[config.mk]
export PLATFORM = sky130hd
export DESIGN_NAME = sb_ctrl
export DESIGN_NICKNAME = d
export VERILOG_FILES = /design/src/rtl/sb_pkg.sv /design/src/rtl/sb_fu_stub.sv /design/src/rtl/sb_wb_arb.sv /design/src/rtl/sb_slot.sv /design/src/rtl/sb_ctrl.sv
export SDC_FILE = /design/constraint.sdc
export NUM_CORES = 1
export LEC_CHECK = 0
export ABC_AREA = 1
export BUFFER_PORTS_ARGS = -buffer_cell sky130_fd_sc_hd__buf_4
export CAP_MARGIN = 15
export CORE_MARGIN = 8
export CORE_UTILIZATION = 60
export CTS_BUF_LIST = sky130_fd_sc_hd__clkbuf_16
export DETAILED_ROUTE_END_ITERATION = 8
export PLACE_DENSITY = 0.78
export SLEW_MARGIN = 25
export SYNTH_ARGS = -nofsm -noshare
export SYNTH_HDL_FRONTEND = slang
export SYNTH_SLANG_ARGS = --single-unit
export TNS_END_PERCENT = 50
[constraint.sdc]
create_clock -name clk -period 3.5 [get_ports clk]
set_clock_uncertainty 0.05 [all_clocks]
set_input_delay 1.05 -clock clk [delete_from_list [all_inputs] [get_ports clk]]
set_output_delay 1.05 -clock clk [all_outputs]
set_load 0.02 [all_outputs]
[src/rtl/sb_pkg.sv]
package sb_pkg;
  localparam int NUM_FU  = 4;
  localparam int NUM_REG = 8;
  localparam int FU_W    = $clog2(NUM_FU);
  localparam int REG_W   = $clog2(NUM_REG);
  localparam int CNT_W   = 8;

  typedef logic [FU_W-1:0]  fu_id_t;
  typedef logic [REG_W-1:0] reg_id_t;

  typedef enum logic [1:0] {
    PH_IDLE = 2'd0,
    PH_READ = 2'd1,
    PH_EXEC = 2'd2,
    PH_WB   = 2'd3
  } phase_e;
endpackage

[src/rtl/sb_fu_stub.sv]
module sb_fu_stub
  import sb_pkg::*;
#(
  parameter int unsigned LAT = 1
) (
  input  logic clk,
  input  logic rst_n,
  input  logic start,
  output logic done
);
  logic [CNT_W-1:0] cnt_q, cnt_d;
  logic             run_q, run_d;

  assign done = run_q && (cnt_q == CNT_W'(1));

  always_comb begin
    cnt_d = cnt_q;
    run_d = run_q;
    if (start) begin
      cnt_d = CNT_W'(LAT);
      run_d = 1'b1;
    end else if (run_q) begin
      cnt_d = cnt_q - CNT_W'(1);
      if (done) run_d = 1'b0;
    end
  end

  always_ff @(posedge clk or negedge rst_n) begin
    if (!rst_n) begin
      cnt_q <= '0;
      run_q <= 1'b0;
    end else begin
      cnt_q <= cnt_d;
      run_q <= run_d;
    end
  end

  // a unit is never restarted while it is still executing
  a_r6_start_when_idle: assert property (@(posedge clk) disable iff (!rst_n)
    start |-> !run_q);
endmodule

[src/rtl/sb_wb_arb.sv]
module sb_wb_arb #(
  parameter int N = 4
) (
  input  logic [N-1:0] req,
  output logic [N-1:0] grant
);
  logic taken;

  always_comb begin
    grant = '0;
    taken = 1'b0;
    for (int i = 0; i < N; i++) begin
      if (req[i] && !taken) begin
        grant[i] = 1'b1;
        taken    = 1'b1;
      end
    end
  end
endmodule

[src/rtl/sb_slot.sv]
module sb_slot
  import sb_pkg::*;
(
  input  logic    clk,
  input  logic    rst_n,
  input  logic    iss_en,
  input  reg_id_t iss_fi,
  input  reg_id_t iss_fj,
  input  reg_id_t iss_fk,
  input  fu_id_t  iss_qj,
  input  fu_id_t  iss_qk,
  input  logic    iss_rj,
  input  logic    iss_rk,
  input  logic    ex_done,
  input  logic    wb_go,
  input  logic    bc_en,
  input  fu_id_t  bc_fu,
  output logic    busy,
  output reg_id_t fi,
  output reg_id_t fj,
  output reg_id_t fk,
  output logic    rj,
  output logic    rk,
  output logic    rd_go,
  output logic    wb_req
);
  phase_e  ph_q, ph_d;
  fu_id_t  qj_q, qk_q;
  logic    rj_d, rk_d;
  logic    ld;

  assign busy   = (ph_q != PH_IDLE);
  assign rd_go  = (ph_q == PH_READ) && rj && rk;
  assign wb_req = (ph_q == PH_WB);
  assign ld     = iss_en && (ph_q == PH_IDLE);

  always_comb begin
    ph_d = ph_q;
    rj_d = rj;
    rk_d = rk;
    unique case (ph_q)
      PH_IDLE: if (iss_en) begin
        ph_d = PH_READ;
        rj_d = iss_rj;
        rk_d = iss_rk;
      end
      PH_READ: begin
        if (rd_go) begin
          ph_d = PH_EXEC;
          rj_d = 1'b0;
          rk_d = 1'b0;
        end else if (bc_en) begin
          if (!rj && qj_q == bc_fu) rj_d = 1'b1;
          if (!rk && qk_q == bc_fu) rk_d = 1'b1;
        end
      end
      PH_EXEC: if (ex_done) ph_d = PH_WB;
      PH_WB:   if (wb_go)   ph_d = PH_IDLE;
      default: ph_d = PH_IDLE;
    endcase
  end

  always_ff @(posedge clk or negedge rst_n) begin
    if (!rst_n) begin
      ph_q <= PH_IDLE;
      rj   <= 1'b0;
      rk   <= 1'b0;
    end else begin
      ph_q <= ph_d;
      rj   <= rj_d;
      rk   <= rk_d;
    end
  end

  always_ff @(posedge clk or negedge rst_n) begin
    if (!rst_n) begin
      fi   <= '0;
      fj   <= '0;
      fk   <= '0;
      qj_q <= '0;
      qk_q <= '0;
    end else if (ld) begin
      fi   <= iss_fi;
      fj   <= iss_fj;
      fk   <= iss_fk;
      qj_q <= iss_qj;
      qk_q <= iss_qk;
    end
  end

  // the controller issues only into a free unit
  a_r2_issue_into_idle: assert property (@(posedge clk) disable iff (!rst_n)
    iss_en |-> ph_q == PH_IDLE);
  // completion arrives only from an executing unit
  a_r6_done_while_exec: assert property (@(posedge clk) disable iff (!rst_n)
    ex_done |-> ph_q == PH_EXEC);
  // a write is granted only after execution has finished
  a_r8_write_after_exec: assert property (@(posedge clk) disable iff (!rst_n)
    wb_go |-> ph_q == PH_WB);
endmodule

[src/rtl/sb_ctrl.sv]
module sb_ctrl
  import sb_pkg::*;
#(
  parameter logic [NUM_FU*CNT_W-1:0] FU_LAT = {8'd8, 8'd4, 8'd2, 8'd1}
) (
  input  logic              clk,
  input  logic              rst_n,
  input  logic              in_valid,
  input  logic [FU_W-1:0]   in_unit,
  input  logic [REG_W-1:0]  in_dst,
  input  logic [REG_W-1:0]  in_src1,
  input  logic [REG_W-1:0]  in_src2,
  output logic              in_stall,
  output logic [NUM_FU-1:0] rf_rd_en,
  output logic [NUM_FU-1:0] fu_done,
  output logic              rf_wr_en,
  output logic [REG_W-1:0]  rf_wr_reg,
  output logic [NUM_FU-1:0] rf_wr_unit
);
  // register-result table
  logic [NUM_REG-1:0] pend_q, pend_d;
  fu_id_t             prod_q [NUM_REG];
  fu_id_t             prod_d [NUM_REG];

  logic [NUM_FU-1:0]  busy, wb_req, war_blk, wb_elig;
  reg_id_t            fi_a [NUM_FU];
  reg_id_t            fj_a [NUM_FU];
  reg_id_t            fk_a [NUM_FU];
  logic [NUM_FU-1:0]  rj_a, rk_a;

  logic    issue, iss_rj, iss_rk;
  fu_id_t  wr_idx;

  assign in_stall = busy[in_unit] || pend_q[in_dst];
  assign issue    = in_valid && !in_stall;
  assign iss_rj   = !pend_q[in_src1] || (rf_wr_en && rf_wr_reg == in_src1);
  assign iss_rk   = !pend_q[in_src2] || (rf_wr_en && rf_wr_reg == in_src2);

  // hold a write while another unit still has to read the old value
  always_comb begin
    war_blk = '0;
    for (int f = 0; f < NUM_FU; f++) begin
      for (int g = 0; g < NUM_FU; g++) begin
        if (g != f && busy[g] &&
            ((fj_a[g] == fi_a[f] && rj_a[g]) || (fk_a[g] == fi_a[f] && rk_a[g])))
          war_blk[f] = 1'b1;
      end
    end
  end

  assign wb_elig = wb_req & ~war_blk;

  sb_wb_arb #(.N(NUM_FU)) u_arb (
    .req   (wb_elig),
    .grant (rf_wr_unit)
  );

  always_comb begin
    wr_idx = '0;
    for (int i = 0; i < NUM_FU; i++)
      if (rf_wr_unit[i]) wr_idx = fu_id_t'(i);
  end

  assign rf_wr_en  = |rf_wr_unit;
  assign rf_wr_reg = fi_a[wr_idx];

  genvar gi;
  generate
    for (gi = 0; gi < NUM_FU; gi++) begin : g_unit
      sb_slot u_slot (
        .clk     (clk),
        .rst_n   (rst_n),
        .iss_en  (issue && (in_unit == fu_id_t'(gi))),
        .iss_fi  (in_dst),
        .iss_fj  (in_src1),
        .iss_fk  (in_src2),
        .iss_qj  (prod_q[in_src1]),
        .iss_qk  (prod_q[in_src2]),
        .iss_rj  (iss_rj),
        .iss_rk  (iss_rk),
        .ex_done (fu_done[gi]),
        .wb_go   (rf_wr_unit[gi]),
        .bc_en   (rf_wr_en),
        .bc_fu   (wr_idx),
        .busy    (busy[gi]),
        .fi      (fi_a[gi]),
        .fj      (fj_a[gi]),
        .fk      (fk_a[gi]),
        .rj      (rj_a[gi]),
        .rk      (rk_a[gi]),
        .rd_go   (rf_rd_en[gi]),
        .wb_req  (wb_req[gi])
      );

      sb_fu_stub #(.LAT(int'(FU_LAT[gi*CNT_W +: CNT_W]))) u_fu (
        .clk   (clk),
        .rst_n (rst_n),
        .start (rf_rd_en[gi]),
        .done  (fu_done[gi])
      );
    end
  endgenerate

  always_comb begin
    pend_d = pend_q;
    for (int r = 0; r < NUM_REG; r++) prod_d[r] = prod_q[r];
    if (rf_wr_en) pend_d[rf_wr_reg] = 1'b0;
    if (issue) begin
      pend_d[in_dst] = 1'b1;
      prod_d[in_dst] = in_unit;
    end
  end

  always_ff @(posedge clk or negedge rst_n) begin
    if (!rst_n) begin
      pend_q <= '0;
      for (int r = 0; r < NUM_REG; r++) prod_q[r] <= '0;
    end else if (issue || rf_wr_en) begin
      pend_q <= pend_d;
      for (int r = 0; r < NUM_REG; r++) prod_q[r] <= prod_d[r];
    end
  end

  // each write lands on a register the table names as owned by that unit
  a_r3_table_owner: assert property (@(posedge clk) disable iff (!rst_n)
    rf_wr_en |-> (pend_q[rf_wr_reg] && prod_q[rf_wr_reg] == wr_idx));
  // at most one result write per cycle
  a_r9_single_writer: assert property (@(posedge clk) disable iff (!rst_n)
    $onehot0(rf_wr_unit));
endmodule

* Yosys cells after proc, flatten, opt, wreduce, memory -nomap -nowiden
Cells that the tools add are included.
** Word-level totals
- Register bits after elaboration :: 128
- Input bits :: 14
- Word-level logic and storage cells :: 416
** Cells by class
- Add/subtract/negate cells :: 4
- Order comparisons :: 12
- Equality and inequality tests :: 81
- Muxes and demuxes :: 127
- Bitwise operators :: 9
- Reduce and logical (&&, ||, !) cells :: 134
** Operators by type and width (number)
- $mux 8 :: 10
- $eq 3x3->1 :: 26
- $logic_and 1x1->1 :: 73
- $mux 1 :: 69
- $reduce_and 4->1 :: 12
- $mux 2 :: 23
- $ne 3x2->1 const B :: 12
- $eq 8x1->1 const B :: 4
- $ne 2x1->1 const B :: 16
- $pmux 2 s4 :: 4
- $sub 8x1->8 const B :: 4
- $reduce_bool 2->1 :: 12
- $eq 2x2->1 const B :: 10
- $bwmux 16 :: 1
- $eq 2x2->1 :: 8
- $logic_or 1x1->1 :: 16
- $lt 3x4->1 const B :: 4
- $pmux 1 s2 :: 8
- $logic_not 1->1 :: 14
- $bmux 2 s3 :: 2
- $ge 4x4->1 const B :: 3
- $not 3->4 :: 3
- $eq 2x1->1 const B :: 5
- $logic_not 2->1 :: 5
- 18 further kinds :: 23

* Longest topological paths before layout
- Word-level depth :: 33
- Mapped depth :: 24
- Mapped depth without buffers :: 23

* Modules after synthesis
A second synthesis with hierarchy kept.
** Unflattened totals
- Cell total of the unflattened synthesis :: 1081
- Area, all modules :: 8583.2 µm²
** By module, submodules not included
- sb_ctrl :: instances 1, cells an instance 493, area an instance 3044.2 µm², sequential area each 600.6 µm²
- sb_slot at g_unit[1].u_slot ... :: instances 3, cells an instance 82, area an instance 885.8 µm², sequential area each 425.4 µm²
- sb_slot at g_unit[0].u_slot :: instances 1, cells an instance 78, area an instance 868.3 µm², sequential area each 425.4 µm²
- sb_fu_stub at g_unit[2].u_fu :: instances 1, cells an instance 65, area an instance 518.0 µm², sequential area each 225.2 µm²
- sb_fu_stub at g_unit[3].u_fu :: instances 1, cells an instance 65, area an instance 489.2 µm², sequential area each 225.2 µm²
- sb_fu_stub at g_unit[0].u_fu :: instances 1, cells an instance 63, area an instance 485.5 µm², sequential area each 225.2 µm²
- sb_fu_stub at g_unit[1].u_fu :: instances 1, cells an instance 62, area an instance 483.0 µm², sequential area each 225.2 µm²
- sb_wb_arb :: instances 1, cells an instance 9, area an instance 37.5 µm², sequential area each 0.0 µm²

* Worst setup path before layout
No wires, ideal clock.
- Kind :: input port to output port
- Start point :: input in_dst[0]
- End point :: output in_stall
- Arrival :: 1.988 ns
- Data required time :: 2.400 ns
- Path slack :: 0.412 ns
- Stages :: 7
- Path buffers :: 1
- Cells stage by stage :: clkbuf_1 -> inv_1 -> nor3_1 -> a22oi_1 -> nand4_1 -> nor2_1 -> inv_1
** Between the ends
- Longest elaborated chain between the ends :: 3
** Ends and longest elaborated chain
- from (decl) :: line sb_ctrl.sv:10 : input logic [REG_W-1:0] in_dst,
- $bmux 1 s3 :: line sb_ctrl.sv:34 : assign in_stall = busy[in_unit] || pend_q[in_dst];
- $mux 1 (not written as such) :: line sb_ctrl.sv:34
- $logic_or 1x1->1 :: line sb_ctrl.sv:34
- to (decl) :: line sb_ctrl.sv:13 : output logic in_stall,
Every way passes these cells. The select of a mux whose other input is x is not followed.

* Worst setup path in the final report
- Start point :: register g_unit[1].u_slot.fi[0]
- End point :: output rf_wr_reg[0]
** Between the ends
- Longest elaborated chain between the ends :: 22
** Ends and longest elaborated chain
- from (decl) :: line sb_slot.sv:19 : output reg_id_t fi,
- from (signal assigned) :: line sb_slot.sv:83 : fi <= iss_fi;
- $eq 3x3->1 :: line sb_ctrl.sv:45 : ((fj_a[g] == fi_a[f] && rj_a[g]) || (fk_a[g] == fi_a[f] && rk_a[g])))
- $logic_and 1x1->1 :: line sb_ctrl.sv:45
- $logic_or 1x1->1 :: line sb_ctrl.sv:45
- $logic_and 1x1->1 :: line sb_ctrl.sv:44 : if (g != f && busy[g] &&
- $mux 1 (3 in series) :: line sb_ctrl.sv:44
- $not 4->4 :: line sb_ctrl.sv:51 : assign wb_elig = wb_req & ~war_blk;
- $and 4x4->4 :: line sb_ctrl.sv:51
- $logic_and 1x1->1 :: line sb_wb_arb.sv:13 : if (req[i] && !taken) begin
- [3 not listed]
- $mux 1 :: line sb_wb_arb.sv:13
- $logic_not 1->1 :: line sb_wb_arb.sv:13
- $logic_and 1x1->1 :: line sb_wb_arb.sv:13
- $mux 1 :: line sb_wb_arb.sv:13
- $mux 2 :: line sb_ctrl.sv:61 : if (rf_wr_unit[i]) wr_idx = fu_id_t'(i);
- $not 2->3 (not written as such) :: line sb_ctrl.sv:65 : assign rf_wr_reg = fi_a[wr_idx];
- $bmux 3 s2 (*) :: line sb_ctrl.sv:65
- $mux 3 (not written as such) (*) (2 in series) :: line sb_ctrl.sv:65
- to (decl) :: line sb_ctrl.sv:17 : output logic [REG_W-1:0] rf_wr_reg,
Every way passes the cells marked *; elsewhere a longest branch is shown, timed or not. The select of a mux whose other input is x is not followed.

==> summary.md <==
| Metric | Value |
|---|---|
| DPL Wire Length | 17800 um |
| Final Hold Vio Count | 0 |
| Effective utilization at floorplan | 0.612 |
| Endpoints failing setup | 7 |
| Setup WS pre-CTS | 0.0840 ns |
| Iter 0 DRT Violations | around 1200 |
| Skew-Pair Late Insertion Delay | roughly 0.43 ns |
| Syn-to-layout area delta | 21.1% |
| Placed cell areas | about 9000 um2 |
| Number of synthesized flops with an enable pin | 0 |
| Max Slew Vio Count | 0 |
| Grt ovf | 0 |
| CTS Buf Count | 17 |
| Vias | approximately 9000 |
| Worst min-delay path class | reg2reg |
| YS warnings | 0 |
| Top_reg_cell synth | dfrtp_1 |
| Hold WS | between 0.4 and 0.5 ns |
| Critical path class | reg2out |
| Final worst slack | -0.378 ns |
| CTS tree | done |
| Critical Path AT | 2.78 ns |
| Slew @ Worst Pin | between 0.7 and 0.8 ns |
| Input/output buffers | 30 |
| Slew headroom | 0.492 |
| Unrepaired setup endpoints after global routing | yes |
| CTS H-tree lvls | 4 |
| Die H | between 100 and 150 um |
| Total Routing Usage GR | 0.304 |
| Vias in the first global route | 8459 |
| Yosys cell types | 45 |
| DIE AREA | 18200 um2 |
| Finished Cell Area | 10300 um2 |
| FFs w/ async S/R, synth | 1.00 |
| Synthesized net count | ~1300 |
| Antenna viol nets, final | 0 |
| First-pass GRT wire length | ~43000 um |
| Site Rows | 43 |
| Mapped cell area | about 8500 um2 |
| DR vias/cell | 5.95 |
| WL/cell | 18.8 um |
| Clk buf depth | 2 |
| Largest net degree at the start of global routing | just under 60 |
| # Max-Cap Violations | 0 |
| Post-Synthesis Cells | between 1000 and 1500 |
| Post-synthesis sequential area ratio | 0.378 |
| Synthesized area per cell | between 6 and 7 um2 |
| RePlAce Congestion | 1.01 |
| CTS root buffer | clkbuf_16 |
| Final worst path period share | 1.11 |
| Worst-path fanout max | 8 |
| Initial antenna violation count | 0 |
| Worst setup SP type | flop |
| Violated checks | setup timing |
| N_diodes | 0 |
| Status | finished with violations |
| Worst-path clk slew | 0.06 ns |
| DRC Markers | 0 |
| F_max | 0.258 GHz |
| Share of layout cells above drive strength 1 | 0.199 |
| Num Clock Sinks | approximately 130 |
| Critical path data required time | 2.40 ns |
| Crit. End Element | output pin |
| Horiz. Die Dim | around 130 um |
| Final min period | ~3.9 ns |
| Nets | 1364 |
| IO Pins | 31 |
| DRT Wirelength | ~28000 um |
| Core region area | 13800 um2 |
| Pre-antenna DRT Iters | 6 |
| Yosys reg bits | around 130 |
sequential cells by signal, summed over array words and instances, names as in the netlist:
| register | count |
|---|---|
| g_unit.u_fu.cnt_q | 32 |
| g_unit.u_fu.run_q | 4 |
| g_unit.u_slot.fi | 12 |
| g_unit.u_slot.fj | 12 |
| g_unit.u_slot.fk | 12 |
| g_unit.u_slot.ph_q | 8 |
| g_unit.u_slot.qj_q | 8 |
| g_unit.u_slot.qk_q | 8 |
| g_unit.u_slot.rj | 4 |
| g_unit.u_slot.rk | 4 |
| pend_q | 8 |
| prod_q | 16 |
area by class of cell:
class	count	area [um2]
clock buffer	17	425
clock inverter	15	191
fill	1057	3570
inverter	156	619
multi-input combinational	907	4600
sequential	128	3220
tap	180	225
timing repair buffer	113	971
placed cells by master, fill, tap and decap left out, types with 12 or more instances in the layout:
cell	n
buf_6	14
nor3_1	26
nor2_1	102
clkbuf_16	17
dfrtp_1	116
nand3_2	14
inv_2	15
nand2_1	395
buf_4	93
dfrtp_2	12
nand2_2	30
o21ai_0	114
inv_1	129
ha_1	27
a21oi_1	69
nand3_1	27
cell families after synthesis:
kind of cell,count (synthesis),share of synthesized area
compound gates,229,0.149
xor+xnor,13,0.0135
fa+ha+maj,27,0.0399
buf+inv,200,0.105
flops,128,0.378
mux,2,0.00266
simple gates,636,0.311
worst max-delay path, cell delays in order, from the launching register on:
cell	delay (ns)
dfrtp_2	0.42
buf_12	0.14
buf_12	0.12
nand2_1	0.07
nand2_1	0.05
nor2_1	0.18
nand3_1	0.16
nand2_1	0.12
nand2_2	0.08
nand2_4	0.09
nor2_4	0.05
nor2_4	0.17
nand2_4	0.15
nand3_4	0.12
nand2_4	0.09
nand2_4	0.10
nand2_4	0.07
inv_2	0.05
buf_6	0.10
metal layers:
layer	global-route usage	share of wire
met1	0.381	0.38
met2	0.454	0.43
met3	0.0873	0.12
met4	0.190	0.067
met5	0	0
what timing repair did:
| item | in CTS | in global routing |
|---|---|---|
| pin swaps | 17 | 34 |
| gates resized for setup | 49 | 58 |
| setup buffers | 39 | 18 |
| endpoints found under the setup margin | 6 | 14 |
| hold endpoints to repair | 0 | 0 |
| hold buffers | 0 | 0 |
worst paths after layout:
check / start / endpoint / slack (ns) / cells past startpoint
min in group asynchronous: rst_n / prod_q[15] / 0.50 / 1
worst max-delay path: g_unit[1].u_slot.fi[0] / rf_wr_reg[0] / -0.38 / 18
worst max register to register: g_unit[1].u_slot.fi[0] / g_unit[3].u_slot.rj / 0.04 / 27
max in group asynchronous: rst_n / g_unit[0].u_fu.run_q / 2.19 / 2
worst min register to register: g_unit[0].u_fu.cnt_q[5] / g_unit[0].u_fu.cnt_q[5] / 0.44 / 1
worst min-delay path: g_unit[0].u_fu.cnt_q[5] / g_unit[0].u_fu.cnt_q[5] / 0.44 / 1
cells in the mapped netlist, drive strengths merged (3+ instances only):
library cell	number	area [um2]
dfrtp	128	3200
a22oi	3	22.5
clkbuf	17	73.8
nand2	434	1660
nand3	45	255
nand4	6	37.5
o2111ai	8	70.1
o211ai	9	67.6
a21oi	74	389
xnor2	11	96.3
nor3	29	160
ha	27	338
nor2	115	472
a31oi	7	43.8
inv	155	592
o21ai	124	636
buf	27	218
per-stage QoR:
| step | TNS (ns) | utilization | cells |
|---|---|---|---|
| 5_1_grt | -2.41 | 0.742 | 1516 |
| 2_1_floorplan | 0 | - | 1235 |
| 3_5_place_dp | 0 | 0.641 | 1430 |
| 4_1_cts | -0.164 | 0.718 | 1501 |
| 6_report | -2.01 | 0.742 | 1516 |
| 3_3_place_gp | 0 | 0.641 | 1430 |
Power is not shown: default switching activity piles up to over one toggle a cycle in this logic, so the estimate is an artifact.
